[config.mk]
export PLATFORM = sky130hd
export DESIGN_NAME = cam_ctl_slave
export DESIGN_NICKNAME = d
export VERILOG_FILES = /design/src/rtl/cam_ctl_pkg.sv /design/src/rtl/cam_bus_sync.sv /design/src/rtl/cam_reg_bank.sv /design/src/rtl/cam_ctl_slave.sv
export SDC_FILE = /design/constraint.sdc
export NUM_CORES = 1
export LEC_CHECK = 0
export ABC_AREA = 1
export BUFFER_PORTS_ARGS = -buffer_cell sky130_fd_sc_hd__buf_4
export CAP_MARGIN = 5
export CORE_ASPECT_RATIO = 0.75
export CORE_UTILIZATION = 58
export CTS_BUF_LIST = sky130_fd_sc_hd__clkbuf_4 sky130_fd_sc_hd__clkbuf_8 sky130_fd_sc_hd__clkbuf_16
export DETAILED_ROUTE_END_ITERATION = 6
export PLACE_DENSITY_LB_ADDON = 0.1
export SETUP_SLACK_MARGIN = 0.15
export SLEW_MARGIN = 20
export SYNTH_ARGS = -nofsm -noshare
export SYNTH_HDL_FRONTEND = slang
export SYNTH_HIERARCHICAL = 1
export SYNTH_SLANG_ARGS = --single-unit
[constraint.sdc]
create_clock -name clk -period 1.7 [get_ports clk]
set_input_delay 0.255 -clock clk [delete_from_list [all_inputs] [get_ports clk]]
set_output_delay 0.255 -clock clk [all_outputs]
set_load 0.05 [all_outputs]
[src/rtl/cam_ctl_pkg.sv]
package cam_ctl_pkg;
    typedef enum logic [2:0] {
        ST_IDLE,
        ST_RX,
        ST_ACK,
        ST_TX,
        ST_MACK,
        ST_SKIP
    } bus_st_t;

    localparam int CTRL_W  = 5;
    localparam int B_LIN   = 0;
    localparam int B_AEC   = 1;
    localparam int B_AGC   = 2;
    localparam int B_BKL   = 3;
    localparam int B_STD   = 4;
    localparam logic [7:0] IDX_CTRL = 8'd0;
endpackage

[src/rtl/cam_bus_sync.sv]
module cam_bus_sync #(
    parameter int STAGES = 2
) (
    input  logic clk,
    input  logic rst_n,
    input  logic scl_i,
    input  logic sda_i,
    output logic scl_hi,
    output logic sda_hi,
    output logic scl_rise,
    output logic scl_fall,
    output logic start_det,
    output logic stop_det
);
    logic [STAGES:0] scl_q;
    logic [STAGES:0] sda_q;
    logic            scl_pv;
    logic            sda_pv;

    always_ff @(posedge clk) begin
        if (!rst_n) begin
            scl_q <= '1;
            sda_q <= '1;
        end else begin
            scl_q <= {scl_q[STAGES-1:0], scl_i};
            sda_q <= {sda_q[STAGES-1:0], sda_i};
        end
    end

    always_comb begin
        scl_hi    = scl_q[STAGES-1];
        sda_hi    = sda_q[STAGES-1];
        scl_pv    = scl_q[STAGES];
        sda_pv    = sda_q[STAGES];
        scl_rise  = scl_hi && !scl_pv;
        scl_fall  = !scl_hi && scl_pv;
        start_det = scl_hi && scl_pv && sda_pv && !sda_hi;
        stop_det  = scl_hi && scl_pv && !sda_pv && sda_hi;
    end
endmodule

[src/rtl/cam_reg_bank.sv]
module cam_reg_bank
    import cam_ctl_pkg::*;
#(
    parameter int STAT_BYTES = 3
) (
    input  logic                    clk,
    input  logic                    rst_n,
    input  logic [CTRL_W-1:0]       strap_ctrl,
    input  logic                    wr_en,
    input  logic [7:0]              idx,
    input  logic [7:0]              wr_data,
    input  logic [STAT_BYTES*8-1:0] stat_i,
    output logic [7:0]              rd_data,
    output logic [CTRL_W-1:0]       ctrl_q
);
    always_ff @(posedge clk) begin
        if (!rst_n) begin
            ctrl_q <= strap_ctrl;
        end else if (wr_en && idx == IDX_CTRL) begin
            ctrl_q <= wr_data[CTRL_W-1:0];
        end
    end

    always_comb begin
        rd_data = '0;
        if (idx == IDX_CTRL) begin
            rd_data[CTRL_W-1:0] = ctrl_q;
        end
        for (int k = 0; k < STAT_BYTES; k++) begin
            if (idx == 8'(k + 1)) begin
                rd_data = stat_i[(STAT_BYTES-k)*8-1 -: 8];
            end
        end
    end

    // control byte moves only on a write strobe
    p_ctrl_hold_r7: assert property (@(posedge clk) disable iff (!rst_n)
        !wr_en |=> $stable(ctrl_q));
endmodule

[src/rtl/cam_ctl_slave.sv]
module cam_ctl_slave
    import cam_ctl_pkg::*;
#(
    parameter int         ADDR_W     = 7,
    parameter logic [4:0] ADDR_HI    = 5'b01011,
    parameter int         STAT_BYTES = 3,
    parameter int         SYNC_STAGES = 2
) (
    input  logic                    clk,
    input  logic                    rst_n,
    input  logic                    scl_i,
    input  logic                    sda_i,
    output logic                    sda_oe_o,
    input  logic [1:0]              strap_addr_i,
    input  logic                    strap_linear_i,
    input  logic                    strap_aec_i,
    input  logic                    strap_agc_i,
    input  logic                    strap_backlit_i,
    input  logic                    strap_std_i,
    input  logic [STAT_BYTES*8-1:0] stat_i,
    output logic                    linear_o,
    output logic                    aec_o,
    output logic                    agc_o,
    output logic                    backlit_o,
    output logic                    std_o
);
    localparam logic [3:0] BITS_FULL = 4'd8;
    localparam logic [3:0] BIT_LAST  = 4'd7;
    localparam logic [2:0] BYTE_MAX  = 3'd7;

    logic scl_hi, sda_hi, scl_rise, scl_fall, start_det, stop_det;
    bus_st_t state, state_n;
    logic [3:0] bit_cnt;
    logic [2:0] byte_cnt;
    logic [7:0] sh;
    logic [7:0] ptr;
    logic       rw;
    logic       mack_ok;
    logic       byte_done;
    logic       addr_hit;
    logic       reg_we;
    logic [7:0] rd_data;
    logic [CTRL_W-1:0] ctrl_q;
    logic [ADDR_W-1:0] my_addr;

    cam_bus_sync #(.STAGES(SYNC_STAGES)) u_sync (
        .clk(clk), .rst_n(rst_n), .scl_i(scl_i), .sda_i(sda_i),
        .scl_hi(scl_hi), .sda_hi(sda_hi), .scl_rise(scl_rise),
        .scl_fall(scl_fall), .start_det(start_det), .stop_det(stop_det)
    );

    cam_reg_bank #(.STAT_BYTES(STAT_BYTES)) u_regs (
        .clk(clk), .rst_n(rst_n),
        .strap_ctrl({strap_std_i, strap_backlit_i, strap_agc_i, strap_aec_i, strap_linear_i}),
        .wr_en(reg_we), .idx(ptr), .wr_data(sh), .stat_i(stat_i),
        .rd_data(rd_data), .ctrl_q(ctrl_q)
    );

    always_comb begin
        my_addr   = {ADDR_HI, strap_addr_i};
        byte_done = (bit_cnt == BITS_FULL);
        addr_hit  = (sh[7:1] == my_addr);
    end

    // next-state logic
    always_comb begin
        state_n = state;
        if (start_det) begin
            state_n = ST_RX;
        end else if (stop_det) begin
            state_n = ST_IDLE;
        end else begin
            unique case (state)
                ST_IDLE: state_n = ST_IDLE;
                ST_RX:   if (scl_fall && byte_done)
                             state_n = (byte_cnt == 3'd0 && !addr_hit) ? ST_SKIP : ST_ACK;
                ST_ACK:  if (scl_fall)
                             state_n = (rw && byte_cnt >= 3'd2) ? ST_TX : ST_RX;
                ST_TX:   if (scl_fall && bit_cnt == BIT_LAST) state_n = ST_MACK;
                ST_MACK: if (scl_fall) state_n = mack_ok ? ST_TX : ST_SKIP;
                ST_SKIP: state_n = ST_SKIP;
            endcase
        end
    end

    // state register and byte datapath
    always_ff @(posedge clk) begin
        if (!rst_n) begin
            state    <= ST_IDLE;
            bit_cnt  <= '0;
            byte_cnt <= '0;
            sh       <= '0;
            ptr      <= '0;
            rw       <= 1'b0;
            mack_ok  <= 1'b0;
        end else begin
            state <= state_n;
            if (start_det || stop_det) begin
                bit_cnt  <= '0;
                byte_cnt <= '0;
            end else begin
                unique case (state)
                    ST_RX: begin
                        if (scl_rise && !byte_done) begin
                            sh      <= {sh[6:0], sda_hi};
                            bit_cnt <= bit_cnt + 4'd1;
                        end else if (scl_fall && byte_done) begin
                            bit_cnt <= '0;
                            if (byte_cnt != BYTE_MAX) byte_cnt <= byte_cnt + 3'd1;
                            if (byte_cnt == 3'd0)      rw  <= sh[0];
                            else if (byte_cnt == 3'd1) ptr <= sh;
                            else                       ptr <= ptr + 8'd1;
                        end
                    end
                    ST_ACK: begin
                        if (scl_fall && rw && byte_cnt >= 3'd2) begin
                            sh      <= rd_data;
                            ptr     <= ptr + 8'd1;
                            bit_cnt <= '0;
                        end
                    end
                    ST_TX: begin
                        if (scl_fall && bit_cnt != BIT_LAST) begin
                            sh      <= {sh[6:0], 1'b0};
                            bit_cnt <= bit_cnt + 4'd1;
                        end
                    end
                    ST_MACK: begin
                        if (scl_rise) begin
                            mack_ok <= !sda_hi;
                        end else if (scl_fall && mack_ok) begin
                            sh      <= rd_data;
                            ptr     <= ptr + 8'd1;
                            bit_cnt <= '0;
                        end
                    end
                    default: ;
                endcase
            end
        end
    end

    // outputs
    always_comb begin
        sda_oe_o  = (state == ST_ACK) || (state == ST_TX && !sh[7]);
        reg_we    = (state == ST_RX) && scl_fall && byte_done && !rw &&
                    (byte_cnt >= 3'd2) && !start_det && !stop_det;
        linear_o  = ctrl_q[B_LIN];
        aec_o     = ctrl_q[B_AEC];
        agc_o     = ctrl_q[B_AGC] && ctrl_q[B_AEC];
        backlit_o = ctrl_q[B_BKL];
        std_o     = ctrl_q[B_STD];
    end

    p_oe_moves_low_r10: assert property (@(posedge clk) disable iff (!rst_n)
        ($past(scl_hi) && scl_hi) |-> $stable(sda_oe_o));

    p_start_restarts_r9: assert property (@(posedge clk) disable iff (!rst_n)
        start_det |=> (state == ST_RX && bit_cnt == 4'd0 && byte_cnt == 3'd0));

    p_stop_idles_r9: assert property (@(posedge clk) disable iff (!rst_n)
        stop_det |=> (state == ST_IDLE));

    p_skip_holds_r2: assert property (@(posedge clk) disable iff (!rst_n)
        (state == ST_SKIP && !start_det && !stop_det) |=> (state == ST_SKIP));
endmodule

**Word level (Yosys, flattened, before mapping)**

Cells that the tools add are included.

- Output and inout bits: 6
- Word-level logic and storage cells: 138
- Register bits: 39
- Memory bits (writable): 0
- ROM bits: 0
- Bits of input ports: 35
- Latch bits: 0
- Memories: 0

- Multiplexer cells: 37
- Reductions and logical operators: 52
- Order comparisons: 1
- Divide/modulo/power cells: 0
- Multipliers: 0
- $add $sub $neg: 3
- Shift operators: 0
- Bitwise logic cells: 3
- Eq/ne operators: 31

Operators with widths:

| operator | number |
|---|---|
| $mux 8 | 15 |
| $pmux 8 s4 | 1 |
| $logic_and 1x1->1 | 25 |
| $mux 4 | 6 |
| $pmux 8 s3 | 1 |
| $ne 2x2->1 const B | 11 |
| $mux 3 | 6 |
| $pmux 3 s6 | 1 |
| $eq 8x2->1 const B | 2 |
| $ne 4x4->1 const B | 4 |
| $pmux 4 s4 | 1 |
| $mux 5 | 3 |
| $reduce_and 4->1 | 3 |
| $logic_not 1->1 | 10 |
| $add 8x1->8 const B | 1 |
| $eq 8x1->1 const B | 1 |
| $logic_not 8->1 | 1 |
| $reduce_and 8->1 | 1 |
| $eq 7x6->1 | 1 |
| $reduce_and 7->1 | 1 |
| $eq 3x1->1 const B | 2 |
| $eq 3x2->1 const B | 2 |
| $eq 3x3->1 const B | 2 |
| $logic_not 3->1 | 2 |
| 19 further kinds | 24 |

**Logic depth before layout (Yosys ltp)**

Gate-level depths: netlist of run 1.

- Depth in word-level cells: 11
- Depth in mapped cells: 12
- Mapped depth without buffers: 12

**Modules after synthesis**

Netlist of run 1, hierarchy kept.

By module, submodules not included:

| module | cells an instance | seq. area each (µm²) | area each (µm²) | times used |
|---|---|---|---|---|
| cam_ctl_slave | 345 | 560.5 | 2055.7 | 1 |
| cam_reg_bank | 77 | 150.1 | 589.3 | 1 |
| cam_bus_sync | 27 | 120.1 | 198.9 | 1 |

**Worst setup path after synthesis of run 1**

OpenSTA, ideal clock, no wires.

- Kind: register -> output
- From: register state[1]
- To: output sda_oe_o
- Path slack: -0.225 ns
- Stages on the path, launching flop included: 3
- Required time: 1.445 ns
- Path buffers: 0
- Data arrival time: 1.670 ns
- Cells stage by stage: dfxtp_1 -> nand3_1 -> o21ai_0

- Cells in the longest elaborated chain, start to end: 3
- Elaborated cells between the ends (all ways): 4
- Those cells by class: 2 x eq/ne; 2 x reduce/logical

RTL lines:

| what | line | source |
|---|---|---|
| start, declared | cam_ctl_slave.sv:32 | `bus_st_t state, state_n;` |
| start signal, assigned | cam_ctl_slave.sv:97 | `state <= state_n;` |
| $eq 3x2->1 | cam_ctl_slave.sv:145 | `sda_oe_o = (state == ST_ACK) \|\| (state == ST_TX && !sh[7]);` |
| $logic_and 1x1->1 | cam_ctl_slave.sv:145 |  |
| $logic_or 1x1->1 (*) | cam_ctl_slave.sv:145 |  |
| end, declared | cam_ctl_slave.sv:13 | `output logic sda_oe_o,` |

Every way passes the cells marked *; elsewhere a longest branch is shown, timed or not.

**Worst setup path in the final report of run 1**

- From: register u_sync.scl_q[2]
- To: register ptr[2]

- Elaborated cells between the ends (all ways): 21
- Those cells by class: 5 x eq/ne; 1 x bitwise; 15 x reduce/logical

RTL lines:

| what | line | source |
|---|---|---|
| start, declared | cam_bus_sync.sv:15 | `logic [STAGES:0] scl_q;` |
| start signal, assigned | cam_bus_sync.sv:25 | `scl_q <= {scl_q[STAGES-1:0], scl_i};` |
| $logic_and 1x1->1 (*) | cam_bus_sync.sv:36 | `scl_fall = !scl_hi && scl_pv;` |
| via scl_fall | cam_ctl_slave.sv:31 | `logic scl_hi, sda_hi, scl_rise, scl_fall, start_det, stop_det;` |
| $logic_and 1x1->1 (2 in series) | cam_ctl_slave.sv:116 | `if (scl_fall && rw && byte_cnt >= 3'd2) begin` |
| $ne 2x2->1 (no source line) | - |  |
| $reduce_and 8->1 (no source line) (*) | - |  |
| end signal, assigned | cam_ctl_slave.sv:111 | `else if (byte_cnt == 3'd1) ptr <= sh;` |
| end signal, assigned | cam_ctl_slave.sv:112 | `else ptr <= ptr + 8'd1;` |
| end signal, assigned | cam_ctl_slave.sv:118 | `ptr <= ptr + 8'd1;` |
| end, declared | cam_ctl_slave.sv:36 | `logic [7:0] ptr;` |

Mark *: on every way through the listed nets, which the timed path passes. The rest lies on a longest branch.
A chain may end at the register's enable or synchronous reset.

==> results of run 1 <==
## registers in the layout (all words and copies together), names as in the netlist
signal         cells
ptr                8
sh                 8
u_regs/ctrl_q      5
bit_cnt            4
byte_cnt           3
state              3
u_sync/scl_q       3
u_sync/sda_q       3
mack_ok            1
rw                 1
## what timing repair did
action | 4_1_cts | 5_1_grt
gates cloned | 1 | 0
setup buffers | 2 | 7
resized for setup | 31 | 55
pin swaps | 12 | 17
endpoints found under the setup margin | 26 | 32
## worst max-delay path: cells and delay by family, from the launching register on
kind                   cells  cell delay (ns)
buffers and inverters      3             0.30
and+or+nand+nor            8             0.98
DFF                        1             0.35
## routing by layer
metal	part of all wire	vias up
li1	-	1555
met1	0.48	1415
met2	0.44	124
met3	0.074	11
met4	0.0098	0
met5	0	-
## through the flow
stage	worst slack, ns	hold WS, ns	util	TNS, ns	total power, mW
6_report	0.00163	0.143	0.808	0	2.51
5_1_grt	-0.0628	0.135	0.808	-0.332	2.63
4_1_cts	0.103	0.140	0.761	0	2.44
3_5_place_dp	0.0130	0.389	0.717	0	1.70
3_3_place_gp	0.0196	0.386	0.717	0	1.68
2_1_floorplan	0.151	0.324	-	0	1.50
## cell families after synthesis
| family | synth area share |
|---|---|
| flops | 0.292 |
| mux | 0.0198 |
| buf+inv | 0.105 |
| fa+ha+maj | 0.0440 |
| xor+xnor | 0.00924 |
| compound gates | 0.0607 |
| simple gates | 0.469 |
## layout by cell type, fill, tap and decap left out
| master | n |
|---|---|
| nand2_1 | 106 |
| buf_4 | 60 |
| nor2_1 | 51 |
| nand3_1 | 45 |
| inv_1 | 44 |
| inv_2 | 20 |
| dfxtp_1 | 19 |
| nand2_2 | 18 |
| o21ai_0 | 15 |
| nor2_4 | 13 |
| dfxtp_2 | 13 |
| nand3_2 | 10 |
| nand4_1 | 10 |
| nor2_2 | 10 |
| a21oi_1 | 9 |
| ha_1 | 9 |
| nand3b_1 | 8 |
| clkbuf_8 | 7 |
| o21ai_1 | 5 |
| buf_6 | 5 |
| mux2_1 | 5 |
| edfxtp_1 | 5 |
| nand3_4 | 4 |
| nand2_4 | 3 |
| a21oi_2 | 3 |
| nor3_1 | 2 |
| xor2_1 | 2 |
| dfxtp_4 | 2 |
| inv_4 | 1 |
| o21ai_2 | 1 |
| inv_6 | 1 |
| xnor2_1 | 1 |
| and2_4 | 1 |
| a211oi_1 | 1 |
| or2_2 | 1 |
| nor3_4 | 1 |
| ha_2 | 1 |
| clkbuf_4 | 1 |
## cell type report
class	count	area [µm²]
Inverter	66	255
Multi-Input combinational cell	335	1900
Sequential cell	39	855
Fill cell	329	878
Tap cell	57	71.3
Clock buffer	8	104
Timing Repair Buffer	65	507
## worst min path at each step
stage / start / to / cells past startpoint
final: sda_i / u_sync/sda_q[0] / 3
after global routing: sda_i / u_sync/sda_q[0] / 3
after CTS: sda_i / u_sync/sda_q[0] / 3
after detailed placement: u_sync/scl_q[0] / u_sync/scl_q[1] / 2
after global placement: u_sync/sda_q[0] / u_sync/sda_q[1] / 2
after floorplan: rst_n / u_sync/scl_q[0] / 1
## power breakdown
group          leakage [nW]  internal, mW  switching [mW]  total (mW)
clock network        0.0549         0.387           0.325       0.712
registers             0.333         0.991          0.0672        1.06
logic                  1.41         0.304           0.439       0.743
total                  1.80          1.68           0.832        2.51
==> results.md, run 1 <==
Floorplanning:
- The floorplan die area is 5190 µm².
- The cell row count is 21.
- From left edge to right edge, the die measures 82.9 µm.
- The initial core utilization is 0.622.
- The die is 62.6 µm tall.
- The number of I/O pins is 41.
- The core outline area is 4570 µm².

STA:
- The number of endpoints with negative hold slack in the final report came to 0.
- The count of final max-slew check failures was 0.
- The shortest clock period the worst path allows after layout is 1.70 ns.
- At the pin with the least slew margin, the transition time is 0.261 ns.
- The normalized max-slew margin is 0.825.
- Of the available clock period, the critical path in the final layout requires 0.999.
- Setup repair after global routing could not meet its margin everywhere.
- The worst-case clock skew is 0.00703 ns.
- The highest clock rate is 589 MHz.
- Setup violations remaining at the end of the flow were counted as 0.

Yosys:
- Synthesis inferred 39 register bits.
- The most instantiated flip-flop cell in the synthesis netlist is dfxtp_1.
- The share of the synthesized area in the top cell type is 0.239.
- Yosys printed 6 warnings.
- Of the synthesized area, sequential elements account for 0.292.
- The biggest area contributor in the post-synthesis netlist is dfxtp_1.
- The commonest cells after synthesis are nand2_1 (120), nor2_1 (64), nand3_1 (52), inv_1 (50), dfxtp_1 (34).
- The number of instances in the synthesized netlist is 449.
- The total nets after synthesis is 494.
- The share of flip-flops with an asynchronous set or reset is 0.
- The post-synthesis area per instance is 6.33 µm².
- In this run, distinct cell masters in the synthesized netlist total 30.
- In the post-synthesis netlist, the cell with the most instances is nand2_1.
- The number of flops mapped to enable cells by yosys is 5.
- After synthesis, the cell types taking the most area are dfxtp_1 (24%), nand2_1 (16%), nand3_1 (9.2%).
- The summed instance area of the synthesized netlist is 2840 µm².

Worst setup path:
- The timing startpoint of the critical path is u_sync/scl_q[2].
- The worst setup path is of the reg -> reg kind.
- The worst register-to-register path has a depth of 11.
- The critical path data arrival time is 1.92 ns.
- The most critical setup path has its endpoint at ptr[2].
- The critical path data required time is 1.92 ns.
- STA classifies the critical path endpoint as a register.
- The register-to-register setup slack is 0.002 ns.
- The nature of the critical path startpoint is a register.
- In this design, the stage delay of the slowest critical-path cell is 0.35 ns.
- The end of the worst register-to-register path is ptr[2].
- The signal on the critical path passes through inv_2, nor2_1, buf_4, nand4_1, nand2_2, nand2_2, nor2_4, nand2_4, inv_6, nor2_2, nor2_1.
- The largest individual stage delay along the critical path comes from the cell dfxtp_2.
- Of all nets on the critical path, the largest fanout is 7.
- The launching point of the worst reg2reg path is u_sync/scl_q[2].

Global route:
- The met1 demand-to-capacity share in global routing is 0.429.
- The met2 routing resource usage after global routing is 0.464.
- The largest net degree at the start of global routing is 22.
- The number of global-route vias before repair is 2754.
- The total overflow left after global routing is 0.
- The number of antenna violations at the first check in global routing is 0.
- The wire length of the first global-routing pass is 12.7 mm.
- The global-route layer with the greatest usage is met2.
- For met3 alone, demand over resource in global routing was 0.0674.
- The total track usage is 0.300.

Detailed routing:
- The number of detailed-route iterations in the first pass is 5.
- The detailed-route DRC error count is 0.
- The count of nets left with antenna violations after detail routing is 0.
- The total number of vias is 3105.
- After detailed routing, the total wire length is 7.93 mm.
- The routed length per placed instance is 13.9 µm.
- The per-cell via count in the routed design is 5.45.
- The number of DRC markers after the initial detailed-route iteration is 309.

Place:
- In this run the cell area measured after placement is 3280 µm².
- Input and output buffers added on the ports amount to 40.
- The number of instances in the placed design is 552.
- The final estimated routing congestion in global placement is 0.970.
- The half-perimeter wire length after detailed placement is 5.74 mm.

Hold path:
- In this run the worst hold path is classified as in -> reg.

Layout:
- The net count of the finished layout is 557.
- The layout cell share with drive strength beyond 1 is 0.343.
- The area growth from synthesis to layout is 29.9%.
- The finished layout holds 570 standard cells, fillers aside.
- The finished cells cover 3690 µm².
- The antenna diode count is 0.

Power and ir drop:
- Summed over all cells, the static leakage comes to 1.80 nW.
- IR analysis of the VDD net gives a maximum drop of 0.532 mV.
- The power density of the placed cells is 680 nW/µm².

CTS:
- The register clock-pin slew on the reported worst setup and hold paths is 0.07 ns.
- The TritonCTS sink count is 39.
- The count of hold-fix buffers inserted at cts is 0.
- The H-tree was split into 2 levels.
- The cell at the root of the clock tree is clkbuf_8.
- The number of buffers created by CTS is 5.
- The insertion delay of the later-clocked pin in the worst-skew pair is 0.29 ns.
- The TritonCTS clock tree is done.
- In this run the deepest clock path goes through 2 buffers.

Outcome:
- The run finished with clean final reports.

Run:
- The tool flagged a number of max-cap violations equal to 0.
Power figures use the tool's default switching activity.
==> run 2: changes to the inputs <==
--- a/config.mk
+++ b/config.mk
@@ -9,13 +9,12 @@
 export BUFFER_PORTS_ARGS = -buffer_cell sky130_fd_sc_hd__buf_4
 export CAP_MARGIN = 5
 export CORE_ASPECT_RATIO = 0.75
-export CORE_UTILIZATION = 58
+export CORE_UTILIZATION = 30
 export CTS_BUF_LIST = sky130_fd_sc_hd__clkbuf_4 sky130_fd_sc_hd__clkbuf_8 sky130_fd_sc_hd__clkbuf_16
 export DETAILED_ROUTE_END_ITERATION = 6
 export PLACE_DENSITY_LB_ADDON = 0.1
-export SETUP_SLACK_MARGIN = 0.15
+export SETUP_SLACK_MARGIN = 0.2
 export SLEW_MARGIN = 20
 export SYNTH_ARGS = -nofsm -noshare
 export SYNTH_HDL_FRONTEND = slang
-export SYNTH_HIERARCHICAL = 1
 export SYNTH_SLANG_ARGS = --single-unit
==> results.md, run 2 <==
Outcome:
- The flow ran to the end, and the final reports show no timing, DRC or antenna violations.

Global route:
- The total track usage is 0.171 (-0.128).
- The overall overflow remaining after global route is 0 (unchanged).
- The wire length of the first global-routing pass is 12.9 mm (+2.1%).
- The largest net degree at the start of global routing is 21 (-4.5%).
- The number of antenna violations at the first check in global routing is 0 (unchanged).
- The number of global-route vias before repair was 2709 (-1.6%).

Yosys:
- The library cell with the highest instance count after synthesis is nand2_1.
- The flip-flop and latch count after synthesis was 39 (unchanged).
- The number of distinct standard cells referenced by the synthesized netlist came to 28 (-6.7%).
- In the synthesized netlist, the cells that appear most often are nand2_1 (129), nor2_1 (65), inv_1 (44), a21oi_1 (36), dfxtp_1 (34).
- The largest area contributor in the netlist is dfxtp_1.
- The share of synthesized area occupied by flip-flops and latches is 0.313 (+0.0205).
- Among all flip-flop cells after synthesis, the most frequent one is dfxtp_1.
- The number of instances in the synthesized netlist was 430 (-4.2%).
- Yosys attributes the largest share of cell area to dfxtp_1 (26%), nand2_1 (18%), nor2_1 (9.2%).
- The total nets after synthesis is 475 (-3.8%).
- The number of warnings reported in the yosys synthesis log is 0 (-6).
- The share of the synthesized area in the top cell type is 0.256 (+0.0168).
- The summed instance area of the synthesized netlist is 2660 µm² (-6.6%).
- The share of flip-flops with an asynchronous set or reset is 0 (unchanged).
- The number of flops mapped to enable cells by yosys is 5 (unchanged).
- The post-synthesis area per instance is 6.18 µm² (-2.4%).

CTS:
- The cell sitting at the root of the clock tree is a clkbuf_16.
- The number of buffers created by CTS is 5 (unchanged).
- The count of hold-fix buffers inserted at cts was 0 (unchanged).
- The TritonCTS sink count is 39 (unchanged).
- The largest buffer count on any clock path is 2 (unchanged).
- TritonCTS built the clock tree.
- The register clock-pin slew on the reported worst setup and hold paths is 0.06 ns (about the same).
- The level count of the clock H-tree is 2 (unchanged).
- The insertion delay of the later-clocked pin in the worst-skew pair is 0.28 ns (about the same).

STA:
- The normalized max-slew margin is 0.721 (-0.104).
- The slew at the pin closest to its max-slew limit is 0.419 ns (+0.158 ns).
- The highest clock rate is 632 MHz (+7.3%).
- The worst hold margin is 0.165 ns (+0.0224 ns).
- The count of final setup violators is 0 (unchanged).
- The final period utilization came to 0.931 (-0.0681).
- The number of endpoints with negative hold slack in the final report came to 0 (unchanged).
- The count of final max-slew check failures is 0 (unchanged).
- The shortest clock period the worst path allows after layout is 1.58 ns (-0.116 ns).
- The worst-case clock skew was 0.00658 ns (-0.000443 ns).
- Setup repair after global routing could not meet its margin everywhere.

Worst setup path:
- The largest stage delay on the critical path is 0.36 ns (about the same).
- The critical path data arrival time is 1.76 ns (-0.16 ns).
- The slowest stage cell on the critical path is dfxtp_4.
- The register-to-register setup slack is 0.12 ns (+0.12 ns).
- The type of the setup path with the least slack is reg -> reg.
- The signal on the critical path passes through inv_4, ha_4, nand2_1, nor2_1, nand2_1, nand2_2, nand2_2, nor2_4, nand2_4, inv_6, nand2_2, nand2_1, nor2_1.
- The highest net fanout along the worst path is 8 (+1).
- The critical path data required time is 1.87 ns (-0.05 ns).
- The type of element capturing the critical path is a register.
- The nature of the critical path startpoint is a register.

Place:
- The number of instances in the placed design is 604 (+9.4%).
- The final estimated routing congestion in global placement is 0.794 (-18%).
- The total placed instance area is 3310 µm² (+1.1%).
- The port buffer count is 40 (unchanged).
- The half-perimeter wire length after detailed placement is 5.99 mm (+4.3%).

Floorplanning:
- The number of I/O pins is 41 (unchanged).
- The width of the chip is 111 µm (+34%).
- The cell row count was 29 (+38%).
- The initial core utilization came to 0.312 (-0.310).
- The floorplan die area is 9240 µm² (+78%).
- The y dimension of the die is 83.5 µm (+33%).
- The core outline area is 8530 µm² (+87%).

Power and ir drop:
- The share of total power consumed by net switching came to 0.448 (+0.118).
- The proportion of power drawn by the clock network is 0.157 (-0.126).
- The leakage power summed over all cells is 1.76 nW (-2.3%).
- The power density of the placed cells is 1550 nW/µm² (+130%).
- The reported net switching power is 2.62 mW (+210%).
- The combinational cell fraction of total power is 0.605 (+0.309).
- The power share of the sequential group is 0.238 (-0.183).
- The highest ir drop seen on vdd is 0.633 mV (+19%).
- The post-layout total power is 5.84 mW (+130%).
- The internal portion of total power came to 3.22 mW (+92%).

Layout:
- The final standard cell utilization of the core came to 0.442 (-0.366).
- The layout cell share with drive strength beyond 1 is 0.329 (-0.0143).
- The number of nets in the finished design is 559 (+0.36%).
- In the final layout, the registers with the most flip-flops are ptr (8), sh (8), u_regs.ctrl_q (5).
- The final design instance area without fill came to 3770 µm² (+2.0%).
- The antenna diode count is 0 (unchanged).
- The number of inserted filler cells in the final layout is 876 (+170%).
- The final standard cell count with taps included and fillers excluded came to 622 (+9.1%).
- The most common cell after layout, fill and taps aside is nand2_1.
- Leaving out fill and tap cells, the most frequent cells in the layout are nand2_1 (116), buf_4 (77), nor2_1 (62), inv_1 (36), a21oi_1 (28).
- From synthesis to final layout, the design area changed by 41.8%.

Detailed routing:
- The number of DRC markers after the initial detailed-route iteration was 161 (-48%).
- The overall routed net length is 7.77 mm (-2.1%).
- The routed length per placed instance is 12.5 µm (-10%).
- The number of detailed-route iterations in the first pass is 4 (-1).
- The count of nets left with antenna violations after detail routing was 0 (unchanged).
- The total number of vias is 2843 (-8.4%).
- The detailed-route DRC error count came to 0 (unchanged).
- The per-cell via count in the routed design is 4.57 (-16%).

Run:
- The max-cap violation count is 0 (unchanged).

Hold path:
- In this run the worst hold path is classified as in -> reg.
run 2: kinds of logic (layout without fill, tap and decap cells):
kind of cell | after synthesis | in the layout | share of synthesized area
adders and majority gates | 10 | 10 | 0.0471
and+or+nand+nor | 256 | 257 | 0.418
buffers and inverters | 60 | 143 | 0.0885
AOI/OAI and AO/OA | 59 | 59 | 0.114
DFF | 39 | 39 | 0.313
xor gates and xnor gates | 6 | 6 | 0.0198
run 2: layout make-up:
type / count / area [µm²] / share of cell area
clock buffer: 7 / 140 / 0.0372
inverter: 55 / 225 / 0.0598
multi-input combinational: 332 / 1800 / 0.478
sequential: 39 / 845 / 0.224
tap: 108 / 135 / 0.0359
timing repair buffer: 81 / 623 / 0.165
run 2: worst max-delay path, delay by kind of cell, from the launching register on:
| family | cells | cell delay (ns) |
|---|---|---|
| AND/OR/NAND/NOR | 10 | 0.78 |
| adder cells (fa/ha/maj) | 1 | 0.15 |
| flip-flops | 1 | 0.36 |
| buffers and inverters | 2 | 0.16 |
run 2: final timing paths:
path              depth (start not counted)       startpoint               to
hold reg to reg                           1  u_sync.sda_q[0]  u_sync.sda_q[1]
setup / recovery                         13       bit_cnt[0]           ptr[4]
hold / removal                            2            scl_i  u_sync.scl_q[0]
setup reg to reg                         13       bit_cnt[0]           ptr[4]
run 2: power by group through the flow:
stage / sequential [mW] / combinational (mW) / clock [mW]
finish: 1.39 / 3.53 / 0.917
global placement: 1.38 / 2.91 / 0
CTS: 1.38 / 3.28 / 0.942
floorplan: 1.43 / 1.86 / 0
detailed placement: 1.38 / 2.90 / 0
global route: 1.42 / 3.96 / 0.982
run 2: metrics by stage:
stage	setup slack [ns]	TNS [ns]
2_1_floorplan	0.219	0
3_3_place_gp	-0.0336	-0.205
3_5_place_dp	-0.0662	-0.479
4_1_cts	0.119	0
5_1_grt	-0.0119	-0.0289
6_report	0.117	0
run 2: timing repair:
action / in CTS / in global routing
setup endpoints to repair: 30 / 32
buffers inserted: 6 / 4
pin swaps: 17 / 15
cloned: 0 / 1
gates resized for setup: 50 / 25
run 2: metal layers:
metal  vias up  global-route usage  routed length [µm]
met3         2              0.0254                 336
met2        57               0.258                3220
met1      1249               0.261                4200
met4         0              0.0255                  19
met5         -                   0                   0
li1       1535                   -                   -
==> run 3: changes to the inputs <==
--- a/config.mk
+++ b/config.mk
@@ -9,7 +9,7 @@
 export BUFFER_PORTS_ARGS = -buffer_cell sky130_fd_sc_hd__buf_4
 export CAP_MARGIN = 5
 export CORE_ASPECT_RATIO = 0.75
-export CORE_UTILIZATION = 30
+export CORE_UTILIZATION = 57
 export CTS_BUF_LIST = sky130_fd_sc_hd__clkbuf_4 sky130_fd_sc_hd__clkbuf_8 sky130_fd_sc_hd__clkbuf_16
 export DETAILED_ROUTE_END_ITERATION = 6
 export PLACE_DENSITY_LB_ADDON = 0.1
@@ -17,4 +17,5 @@
 export SLEW_MARGIN = 20
 export SYNTH_ARGS = -nofsm -noshare
 export SYNTH_HDL_FRONTEND = slang
+export SYNTH_HIERARCHICAL = 1
 export SYNTH_SLANG_ARGS = --single-unit
==> results.md, run 3 (synthesis results as in run 1) <==
Outcome:
- The flow ran to the end, and the final reports show no timing, DRC or antenna violations.

STA:
- The setup slack after layout is 0.0594 ns (-0.0580 ns).
- The final period utilization was 0.965 (+0.0341).
- The normalized max-slew margin is 0.831 (+0.110).
- The total negative slack came to 0 ns (unchanged).
- The count of final max-slew check failures is 0 (unchanged).
- The slew at the pin closest to its max-slew limit is 0.252 ns (-0.167 ns).
- The highest clock rate is 610 MHz (-3.5%).
- The number of endpoints with negative hold slack in the final report is 0 (unchanged).
- The shortest clock period the worst path allows after layout is 1.64 ns (+0.0580 ns).
- The count of final setup violators came to 0 (unchanged).
- The worst hold margin is 0.128 ns (-0.0373 ns).
- Setup repair after global routing could not meet its margin everywhere.
- The worst-case clock skew is 0.00981 ns (+0.00323 ns).

Floorplanning:
- The width of the chip was 83.6 µm (-24%).
- The y dimension of the die is 63.2 µm (-24%).
- The floorplan die area came to 5280 µm² (-43%).
- The core outline area is 4620 µm² (-46%).
- The number of I/O pins came to 41 (unchanged).
- The initial core utilization is 0.615 (+0.303).
- The cell row count is 21 (-28%).

Layout:
- Relative to the synthesized area, the layout overhead comes to 35.9%.
- The antenna diode count is 0 (unchanged).
- The most common cell after layout, fill and taps aside is nand2_1.
- The number of nets in the finished design is 564 (+0.89%).
- The largest registers in the layout are ptr (8), sh (8), u_regs/ctrl_q (5).
- The layout cell share with drive strength beyond 1 was 0.373 (+0.0443).
- The final standard cell count with taps included and fillers excluded is 577 (-7.2%).
- In the layout the commonest cells are nand2_1 (104), buf_4 (62), nor2_1 (51), nand3_1 (44), inv_1 (42).

Detailed routing:
- The total number of vias came to 3292 (+16%).
- The overall routed net length came to 9.07 mm (+17%).
- The detailed-route DRC error count came to 0 (unchanged).
- The count of nets left with antenna violations after detail routing is 0 (unchanged).
- The routed length per placed instance is 15.7 µm (+26%).
- The per-cell via count in the routed design was 5.71 (+25%).
- The number of DRC markers after the initial detailed-route iteration is 369 (+130%).
- The number of detailed-route iterations in the first pass is 6 (+2).

Place:
- The number of instances in the placed design was 544 (-9.9%).
- The port buffer count was 40 (unchanged).
- The worst setup slack after placement was -0.0637 ns (+0.00248 ns).
- The half-perimeter wire length after detailed placement is 5.74 mm (-4.3%).
- The final estimated routing congestion in global placement is 0.988 (+24%).

Hold path:
- The worst hold path belongs to the class in -> reg.

Worst setup path:
- The type of element capturing the critical path is a register.
- The critical path data arrival time is 1.66 ns (-0.10 ns).
- The signal on the critical path passes through inv_2, nor2_4, nand4_1, buf_4, nor3_4, nand2_2, nand2_4.
- The nature of the critical path startpoint is a register.
- The highest net fanout along the worst path was 5 (-3).
- The type of the setup path with the least slack is reg -> reg.
- The largest stage delay on the critical path is 0.36 ns (about the same).
- The slowest stage cell on the critical path is dfxtp_2.
- The critical path data required time is 1.72 ns (-0.15 ns).
- The register-to-register setup slack is 0.06 ns (-0.06 ns).

CTS:
- The TritonCTS sink count came to 39 (unchanged).
- The register clock-pin slew on the reported worst setup and hold paths is 0.08 ns (+0.02 ns).
- The insertion delay of the later-clocked pin in the worst-skew pair came to 0.30 ns (+0.02 ns).
- The root buffer cell chosen for the clock tree is clkbuf_8.
- The count of hold-fix buffers inserted at cts came to 0 (unchanged).
- The level count of the clock H-tree is 2 (unchanged).
- The TritonCTS clock tree is done.
- The largest buffer count on any clock path is 2 (unchanged).
- The number of buffers created by CTS is 5 (unchanged).

Global route:
- The number of antenna violations at the first check in global routing came to 0 (unchanged).
- The number of global-route vias before repair is 2841 (+4.9%).
- The largest net degree at the start of global routing is 22 (+4.8%).
- The wire length of the first global-routing pass is 13.6 mm (+5.2%).
- The total track usage is 0.323 (+0.151).
- The overall overflow remaining after global route was 0 (unchanged).

Power and ir drop:
- The power density of the placed cells is 661 nW/µm² (-57%).
- The highest ir drop seen on vdd was 0.528 mV (-17%).
- The leakage power summed over all cells is 1.84 nW (+4.6%).
- The post-layout total power was 2.56 mW (-56%).

Run:
- The max-cap violation count came to 0 (unchanged).
## run 3: cell count changes in the layout (fill, tap and decap cells not counted), sizes merged, moves of 2 or more
cell,previous run,this run
xnor2,3,1
nand3b,5,8
inv,53,66
mux2,0,5
nand3,32,59
buf,81,72
nand2,135,127
nand4,5,10
a21oi,36,12
or2,4,1
nor2,72,74
o211ai,2,0
## run 3: path summary, 6_finish.rpt
| check | from | to | depth (start not counted) |
|---|---|---|---|
| worst max-delay path | u_sync/scl_q[2] | u_regs/ctrl_q[1] | 7 |
| worst max register to register | u_sync/scl_q[2] | u_regs/ctrl_q[1] | 7 |
| worst min register to register | u_sync/scl_q[0] | u_sync/scl_q[1] | 2 |
| worst min-delay path | scl_i | u_sync/scl_q[0] | 3 |
## run 3: what timing repair did
action,4_1_cts,5_1_grt
pin swaps,14,37
setup buffers,7,16
resized for setup,51,65
setup endpoints to repair,33,33
gates cloned,1,1
## run 3: power by group
part / switching, mW / total [mW] / leakage (nW) / internal (mW)
clock: 0.343 / 0.687 / 0.0517 / 0.344
sequential: 0.0653 / 1.05 / 0.334 / 0.989
combinational: 0.471 / 0.814 / 1.45 / 0.343
total: 0.879 / 2.56 / 1.84 / 1.68
## run 3: layer usage
metal | wire [µm] | track usage | share of wire
met5 | 0 | 0 | 0
met4 | 187 | 0.0805 | 0.021
met3 | 932 | 0.0550 | 0.10
met2 | 4150 | 0.496 | 0.46
met1 | 3800 | 0.469 | 0.42
## run 3: per-stage QoR
| stage | utilization | area (µm²) |
|---|---|---|
| finish | 0.836 | 3860 |
| global route | 0.836 | 3860 |
| CTS | 0.764 | 3530 |
| detailed placement | 0.699 | 3230 |
| global placement | 0.699 | 3230 |
| floorplan | - | 2850 |
## run 3: cell type report
cell class / count / area, µm²
multi-input cells: 335 / 1990
flip-flops and latches: 39 / 861
fillers: 292 / 759
repair buffers: 72 / 581
inverters: 66 / 263
clock buffers: 7 / 90.1
well taps: 57 / 71.3
clock inverters: 1 / 5.00
## run 3: worst max-delay path: cells and delay by family (launching register included)
family                 cells  cell delay, ns
flip-flops                 1            0.36
buffers and inverters      2            0.27
AND/OR/NAND/NOR            5            0.74
